### src/rtl/i2cbuf_pkg.sv
package i2cbuf_pkg;

  typedef enum logic [1:0] {
    ST_IDLE = 2'b00,
    ST_DONE = 2'b01,
    ST_BUSY = 2'b10,
    ST_ERR  = 2'b11
  } statusCode_t;

  typedef enum logic [1:0] {
    FS_IDLE,
    FS_START,
    FS_XFER,
    FS_STOP
  } fsmState_t;

  // strobes from the sequencer to the byte datapath
  typedef struct packed {
    logic launch;   // latch count and direction, load byte 0
    logic shift;    // shift one sampled bit into the byte register
    logic store;    // write the received byte back into the buffer
    logic advance;  // move to the next buffer byte
  } dpStrobe_t;

endpackage

### src/rtl/i2cbuf_datapath.sv
module i2cbuf_datapath
  import i2cbuf_pkg::*;
#(
  parameter int DEPTH = 50,
  parameter int AW    = 6
) (
  input  logic              clk,
  input  logic              rstN,
  input  logic [AW-1:0]     regAddr,
  input  logic              regWe,
  input  logic [7:0]        regWdata,
  output logic [7:0]        regRdata,
  input  logic              busy,
  input  statusCode_t       status,
  input  dpStrobe_t         strb,
  input  logic              sdaSample,
  output logic              ctrlWr,
  output logic              txBit,
  output logic              txByte,
  output logic              lastByte
);

  localparam int BASE = 2;
  localparam int IW   = (DEPTH > 1) ? $clog2(DEPTH) : 1;

  logic [7:0]    mem [DEPTH];
  logic [7:0]    shiftReg;
  logic [IW-1:0] byteIdx;
  logic [6:0]    xferCount;
  logic          readMode;

  logic          dataSel;
  logic [AW-1:0] offs;
  logic [IW-1:0] dataIdx;
  logic [IW-1:0] nextIdx;

  assign offs    = regAddr - AW'(BASE);
  assign dataIdx = offs[IW-1:0];
  assign dataSel = (regAddr >= AW'(BASE)) && (regAddr < AW'(BASE + DEPTH));
  assign ctrlWr  = regWe && (regAddr == '0);
  assign nextIdx = byteIdx + 1'b1;

  always_ff @(posedge clk or negedge rstN) begin
    if (!rstN) begin
      for (int i = 0; i < DEPTH; i++) mem[i] <= 8'h00;
    end else if (regWe && dataSel && !busy) begin
      mem[dataIdx] <= regWdata;
    end else if (strb.store) begin
      mem[byteIdx] <= shiftReg;
    end
  end

  always_ff @(posedge clk or negedge rstN) begin
    if (!rstN) begin
      shiftReg  <= 8'h00;
      byteIdx   <= '0;
      xferCount <= 7'd0;
      readMode  <= 1'b0;
    end else if (strb.launch) begin
      shiftReg  <= mem[0];
      byteIdx   <= '0;
      xferCount <= regWdata[6:0];
      readMode  <= mem[0][0];
    end else if (strb.advance) begin
      shiftReg  <= mem[nextIdx];
      byteIdx   <= nextIdx;
    end else if (strb.shift) begin
      shiftReg  <= {shiftReg[6:0], sdaSample};
    end
  end

  assign txBit    = shiftReg[7];
  assign txByte   = (byteIdx == '0) || !readMode;
  assign lastByte = (7'(byteIdx) == xferCount - 7'd1);

  always_comb begin
    regRdata = 8'h00;
    if (regAddr == AW'(1)) regRdata = {status, 6'b000000};
    else if (dataSel)      regRdata = mem[dataIdx];
  end

endmodule

### src/rtl/i2cbuf_ctrl.sv
module i2cbuf_ctrl
  import i2cbuf_pkg::*;
#(
  parameter int DEPTH      = 50,
  parameter int QTR_CYCLES = 312
) (
  input  logic        clk,
  input  logic        rstN,
  input  logic        ctrlWr,
  input  logic [7:0]  ctrlData,
  input  logic        sdaSample,
  input  logic        txBit,
  input  logic        txByte,
  input  logic        lastByte,
  output logic        busy,
  output statusCode_t status,
  output dpStrobe_t   strb,
  output logic        sclDriveLow,
  output logic        sdaDriveLow
);

  localparam int TW = (QTR_CYCLES > 1) ? $clog2(QTR_CYCLES) : 1;
  localparam logic [TW-1:0] RELOAD = TW'(QTR_CYCLES - 1);

  fsmState_t   state;
  statusCode_t statusQ;
  logic [1:0]  phase;
  logic [3:0]  bitCnt;
  logic [TW-1:0] timer;
  logic        sclDrv, sdaDrv, errFlag;

  logic tick, startOk, zeroWr, sampleEdge, ackSlot, nackSeen, bitLow;

  assign tick       = (timer == '0);
  assign startOk    = ctrlWr && ctrlData[7] && (ctrlData[6:0] != 7'd0)
                      && (int'(ctrlData[6:0]) <= DEPTH);
  assign zeroWr     = ctrlWr && (ctrlData == 8'h00);
  assign sampleEdge = (state == FS_XFER) && tick && (phase == 2'd3);
  assign ackSlot    = sampleEdge && (bitCnt == 4'd8);
  assign nackSeen   = ackSlot && txByte && sdaSample;

  always_comb begin
    strb.launch  = (state == FS_IDLE) && startOk;
    strb.shift   = sampleEdge && (bitCnt < 4'd8);
    strb.store   = ackSlot && !txByte;
    strb.advance = ackSlot && !nackSeen && !lastByte;
  end

  // level to put on SDA for the current bit: 1 pulls low
  always_comb begin
    if (bitCnt < 4'd8) bitLow = txByte ? !txBit : 1'b0;
    else               bitLow = txByte ? 1'b0 : !lastByte;
  end

  always_ff @(posedge clk or negedge rstN) begin
    if (!rstN) begin
      state   <= FS_IDLE;
      statusQ <= ST_IDLE;
      phase   <= 2'd0;
      bitCnt  <= 4'd0;
      timer   <= '0;
      sclDrv  <= 1'b0;
      sdaDrv  <= 1'b0;
      errFlag <= 1'b0;
    end else begin
      if (state != FS_IDLE) begin
        if (tick) begin
          timer <= RELOAD;
          phase <= phase + 2'd1;
        end else begin
          timer <= timer - 1'b1;
        end
      end
      case (state)
        FS_IDLE: begin
          if (startOk) begin
            state   <= FS_START;
            statusQ <= ST_BUSY;
            phase   <= 2'd0;
            timer   <= RELOAD;
            bitCnt  <= 4'd0;
            errFlag <= 1'b0;
          end else if (zeroWr) begin
            statusQ <= ST_IDLE;
          end
        end
        FS_START: begin
          if (tick && phase == 2'd1) sdaDrv <= 1'b1;
          if (tick && phase == 2'd3) begin
            state  <= FS_XFER;
            sclDrv <= 1'b1;
            bitCnt <= 4'd0;
          end
        end
        FS_XFER: begin
          if (tick) begin
            case (phase)
              2'd0: sdaDrv <= bitLow;
              2'd1: sclDrv <= 1'b0;
              2'd3: begin
                sclDrv <= 1'b1;
                if (bitCnt < 4'd8) begin
                  bitCnt <= bitCnt + 4'd1;
                end else if (nackSeen) begin
                  errFlag <= 1'b1;
                  state   <= FS_STOP;
                end else if (lastByte) begin
                  state   <= FS_STOP;
                end else begin
                  bitCnt  <= 4'd0;
                end
              end
              default: ;
            endcase
          end
        end
        FS_STOP: begin
          if (tick) begin
            case (phase)
              2'd0: sdaDrv <= 1'b1;
              2'd1: sclDrv <= 1'b0;
              2'd3: begin
                sdaDrv  <= 1'b0;
                state   <= FS_IDLE;
                statusQ <= errFlag ? ST_ERR : ST_DONE;
              end
              default: ;
            endcase
          end
        end
        default: state <= FS_IDLE;
      endcase
    end
  end

  assign busy        = (state != FS_IDLE);
  assign status      = statusQ;
  assign sclDriveLow = sclDrv;
  assign sdaDriveLow = sdaDrv;

endmodule

### src/rtl/i2cbuf_engine.sv
module i2cbuf_engine
  import i2cbuf_pkg::*;
#(
  parameter int DEPTH      = 50,
  parameter int QTR_CYCLES = 312,
  localparam int AW        = $clog2(DEPTH + 3)
) (
  input  logic          clk,
  input  logic          rstN,
  input  logic [AW-1:0] regAddr,
  input  logic          regWe,
  input  logic [7:0]    regWdata,
  output logic [7:0]    regRdata,
  output logic          sclDriveLow,
  output logic          sdaDriveLow,
  input  logic          sdaIn
);

  logic        busy, ctrlWr, txBit, txByte, lastByte;
  statusCode_t status;
  dpStrobe_t   strb;

  i2cbuf_datapath #(.DEPTH(DEPTH), .AW(AW)) u_dp (
    .clk(clk), .rstN(rstN),
    .regAddr(regAddr), .regWe(regWe), .regWdata(regWdata), .regRdata(regRdata),
    .busy(busy), .status(status), .strb(strb), .sdaSample(sdaIn),
    .ctrlWr(ctrlWr), .txBit(txBit), .txByte(txByte), .lastByte(lastByte)
  );

  i2cbuf_ctrl #(.DEPTH(DEPTH), .QTR_CYCLES(QTR_CYCLES)) u_ctrl (
    .clk(clk), .rstN(rstN),
    .ctrlWr(ctrlWr), .ctrlData(regWdata), .sdaSample(sdaIn),
    .txBit(txBit), .txByte(txByte), .lastByte(lastByte),
    .busy(busy), .status(status), .strb(strb),
    .sclDriveLow(sclDriveLow), .sdaDriveLow(sdaDriveLow)
  );

endmodule

### config.mk
export PLATFORM = sky130hd
export DESIGN_NAME = i2cbuf_engine
export DESIGN_NICKNAME = d
export VERILOG_FILES = /design/src/rtl/i2cbuf_pkg.sv /design/src/rtl/i2cbuf_datapath.sv /design/src/rtl/i2cbuf_ctrl.sv /design/src/rtl/i2cbuf_engine.sv
export SDC_FILE = /design/constraint.sdc
export NUM_CORES = 1
export LEC_CHECK = 0
export BUFFER_PORTS_ARGS = -buffer_cell sky130_fd_sc_hd__buf_2
export CAP_MARGIN = 10
export CORE_AREA = 10 10 384 312
export DETAILED_ROUTE_END_ITERATION = 16
export DIE_AREA = 0 0 394 322
export PLACE_DENSITY = 0.43
export SYNTH_ARGS = -nofsm -noshare
export SYNTH_HDL_FRONTEND = slang
export SYNTH_SLANG_ARGS = --single-unit
### constraint.sdc
create_clock -name clk -period 5.1 [get_ports clk]
set_clock_uncertainty 0.1 [all_clocks]
set_input_delay 0.255 -clock clk [delete_from_list [all_inputs] [get_ports clk]]
set_output_delay 0.255 -clock clk [all_outputs]
set_load 0.01 [all_outputs]
==> results.sh <==
export IMPL_path_class="reg2reg"
export IMPL_cts_root_buffer="clkbuf_16"
export IMPL_drtIter0Drc=2942
export IMPL_ios=28
export IMPL_r2r_cells=8
export IMPL_portBuffers=27
export IMPL_tns_ns=0
export IMPL_fin_crit_ns=4.35
export IMPL_yosysMostFrequentCell="nand2_1"
export IMPL_rsz0062_at_grt="no"
export IMPL_route_vias_total=24400
export IMPL_dpl_hpwl_um=83100
export IMPL_yosysTopAreaCell="dfrtp_1"
export IMPL_rows=110
export IMPL_clk_pin_slew_ns=0.07
export IMPL_post_cts_buffers=0
export IMPL_synthTopCellsByArea="dfrtp_1 (40%), mux4_2 (17%), nand2_1 (8.2%)"
export IMPL_antenna_found_initial=10
export IMPL_min_path_type="in2reg"
export IMPL_grt_start_max_net_pins=128
export IMPL_vias_per_cell=5.83
export IMPL_synth_warnings=0
export IMPL_regToRegSetupSlack_ns=0.75
export IMPL_dp_cells=4090
export IMPL_total_power_mw=10.5
export IMPL_ys_ff_latch=444
export IMPL_async_reset_ff_frac=1.00
export IMPL_status="finished clean"
export IMPL_cp_end_kind="flop"
export IMPL_cp_endpoint="u_dp.mem[356]$_DFFE_PN0P_"
export IMPL_cts_tree="yes"
export IMPL_crit_arrival_ns=4.77
export IMPL_dieArea_um2=127000
export IMPL_clockBufferDepth=3
export IMPL_place_gp_congestion=0.975
export IMPL_grt_overflow_total=0
export IMPL_insertion_delay_ns=0.65
export IMPL_worstPathMaxFanout=13
export IMPL_die_h_um=322
export IMPL_power_density_nw_per_um2=330
export IMPL_start_util=0.249
export IMPL_period_share=0.853
export IMPL_cp_start_kind="flop"
export IMPL_fmax_mhz=230
export IMPL_cp_startpoint="u_dp.byteIdx[1]$_DFFE_PN0P_"
export IMPL_syn_inst=2628
export IMPL_cts_num_sinks=444
export IMPL_synth_edff_count=0
export IMPL_finalSetupViolCount=0
export IMPL_drv_slew=0
export IMPL_cap_viol_max_count=0
export IMPL_slew_headroom=0.228
export IMPL_grt_pass1_wl_um=178000
export IMPL_yosys_top_cells_count="nand2_1 (605), dfrtp_1 (444), a22oi_1 (238), mux4_2 (214), clkbuf_1 (127)"
export IMPL_cts_buffers=51
export IMPL_reg2reg_from="u_dp.byteIdx[1]$_DFFE_PN0P_"
export IMPL_drcViolationCount=0
export IMPL_grt_pass1_vias=23500
export IMPL_synth_flop_cell="dfrtp_1"
export IMPL_drtAntennaViolNets=0
export IMPL_wl_per_cell_um=29.5
export IMPL_static_leakage_power_nw=14.3
export IMPL_syn2layout_area_growth_pct=14.2
export IMPL_drive_above_1_share=0.215
export IMPL_core_area_um2=112000
export IMPL_critPathRequiredTime_ns=5.52
export IMPL_htreeDepth=2
export IMPL_tightest_slew_ns=1.15
export IMPL_die_x_um=394
export IMPL_final_cells=4186
export IMPL_vdd_drop_max_uv=226
export IMPL_syn_nets=2665
export IMPL_grt_usage=0.188
export IMPL_synth_top_cell_area_share=0.399
export IMPL_reg2reg_to="u_dp.mem[356]$_DFFE_PN0P_"
export IMPL_min_from="regWdata[5]"
export IMPL_ys_seq_area_frac=0.399
export IMPL_firstDrtPassIters=6
export IMPL_fin_nets=2672
export IMPL_hold_violations=0
export IMPL_routed_wirelength_um=124000
export IMPL_syn_avg_cell_area_um2=10.6
export IMPL_yosysUniqueCellTypes=86
export IMPL_syn_area_um2=27800
-- registers in the layout (all words and copies together), names as in the netlist --
name                flops
u_ctrl.bitCnt           4
u_ctrl.sdaDriveLow      1
u_ctrl.errFlag          1
u_dp.mem              400
u_dp.xferCount          7
u_ctrl.timer            9
u_dp.shiftReg           8
u_ctrl.sclDriveLow      1
u_dp.byteIdx            6
u_dp.readMode           1
u_ctrl.state            2
u_ctrl.phase            2
u_ctrl.status           2
-- stage by stage --
stage	cell area, um^2	util	hold WS (ns)	worst slack (ns)
after floorplan	27800	-	-0.141	1.14
after global placement	30100	0.269	0.308	0.162
after detailed placement	30100	0.269	0.322	0.987
after CTS	31800	0.284	0.0412	0.974
after global routing	31800	0.284	0.0923	0.607
final	31800	0.284	0.0564	0.752
-- critical path: stages (launching register included) --
cell and delay (ns):
dfrtp_1 0.68, clkinv_1 0.47, ha_4 0.31, a311oi_1 0.86, nand4_2 0.64, nor2_2 0.60, nor2_1 0.32, nand2_1 0.16
nand2_1 0.07
-- cell families (layout without fill, tap and decap cells) --
group / Yosys count / after routing / synth area share
AND/OR/NAND/NOR: 972 / 972 / 0.168
AO/OA/AOI/OAI: 671 / 671 / 0.187
flip-flops: 444 / 444 / 0.399
multiplexers: 272 / 272 / 0.195
buffers and inverters: 226 / 271 / 0.0348
XOR/XNOR: 24 / 24 / 0.00755
adder cells (fa/ha/maj): 19 / 19 / 0.00854
other: 0 / 1 / 0
-- report_power, final --
part,internal (mW),leakage (nW),total (mW),switching (mW)
sequential,4.03,6.01,4.59,0.552
combinational,0.881,7.48,2.07,1.19
clock,2.18,0.815,3.84,1.66
total,7.09,14.3,10.5,3.40
-- timing repair --
item,in CTS,in global routing
hold buffers,4,0
resized for setup,0,0
hold endpoints to repair,98,0
-- metal layers --
| layer | up-vias | routed length (um) | global-route usage |
|---|---|---|---|
| li1 | 9940 | - | - |
| met1 | 12800 | 55000 | 0.270 |
| met2 | 1421 | 51000 | 0.265 |
| met3 | 204 | 14100 | 0.0620 |
| met4 | 10 | 3560 | 0.0536 |
| met5 | - | 62 | 0 |
-- area by class of cell --
class	count	area, um^2
diodes	1	2.50
fillers	11600	80000
flip-flops and latches	444	11100
clock inverters	12	149
clock buffers	79	1510
multi-input cells	1958	15800
repair buffers	152	1190
inverters	28	105
well taps	1512	1890
-- placed cells by master (no fill, tap or decap), types with 15 or more instances in the layout --
| cell | netlist | final |
|---|---|---|
| nand2_1 | 605 | 605 |
| a21oi_1 | 40 | 40 |
| nand3_1 | 23 | 23 |
| nor2_2 | 46 | 46 |
| nor2_1 | 107 | 107 |
| buf_4 | 13 | 114 |
| mux2i_1 | 48 | 48 |
| nor3_2 | 15 | 15 |
| dfrtp_1 | 444 | 435 |
| ha_1 | 19 | 17 |
| buf_2 | 35 | 25 |
| clkbuf_16 | 0 | 51 |
| mux4_2 | 214 | 214 |
| a221o_1 | 47 | 47 |
| o21ai_0 | 26 | 26 |
| and2_1 | 48 | 48 |
| inv_1 | 26 | 26 |
| a22oi_1 | 238 | 238 |
| a22o_1 | 114 | 114 |
| a21o_1 | 113 | 113 |
| clkbuf_1 | 127 | 15 |
| nor3_1 | 26 | 26 |
-- worst min path at each step --
stage | to | cells past startpoint
2_1_floorplan | u_ctrl.bitCnt[0]$_DFFE_PN0P_ | 0
3_3_place_gp | u_ctrl.timer[4]$_DFF_PN0_ | 1
3_5_place_dp | u_ctrl.timer[5]$_DFF_PN0_ | 1
4_1_cts | u_dp.xferCount[5]$_DFFE_PN0P_ | 3
5_1_grt | u_dp.xferCount[5]$_DFFE_PN0P_ | 3
6_report | u_dp.xferCount[5]$_DFFE_PN0P_ | 3
(Power assumes the default switching activity.)
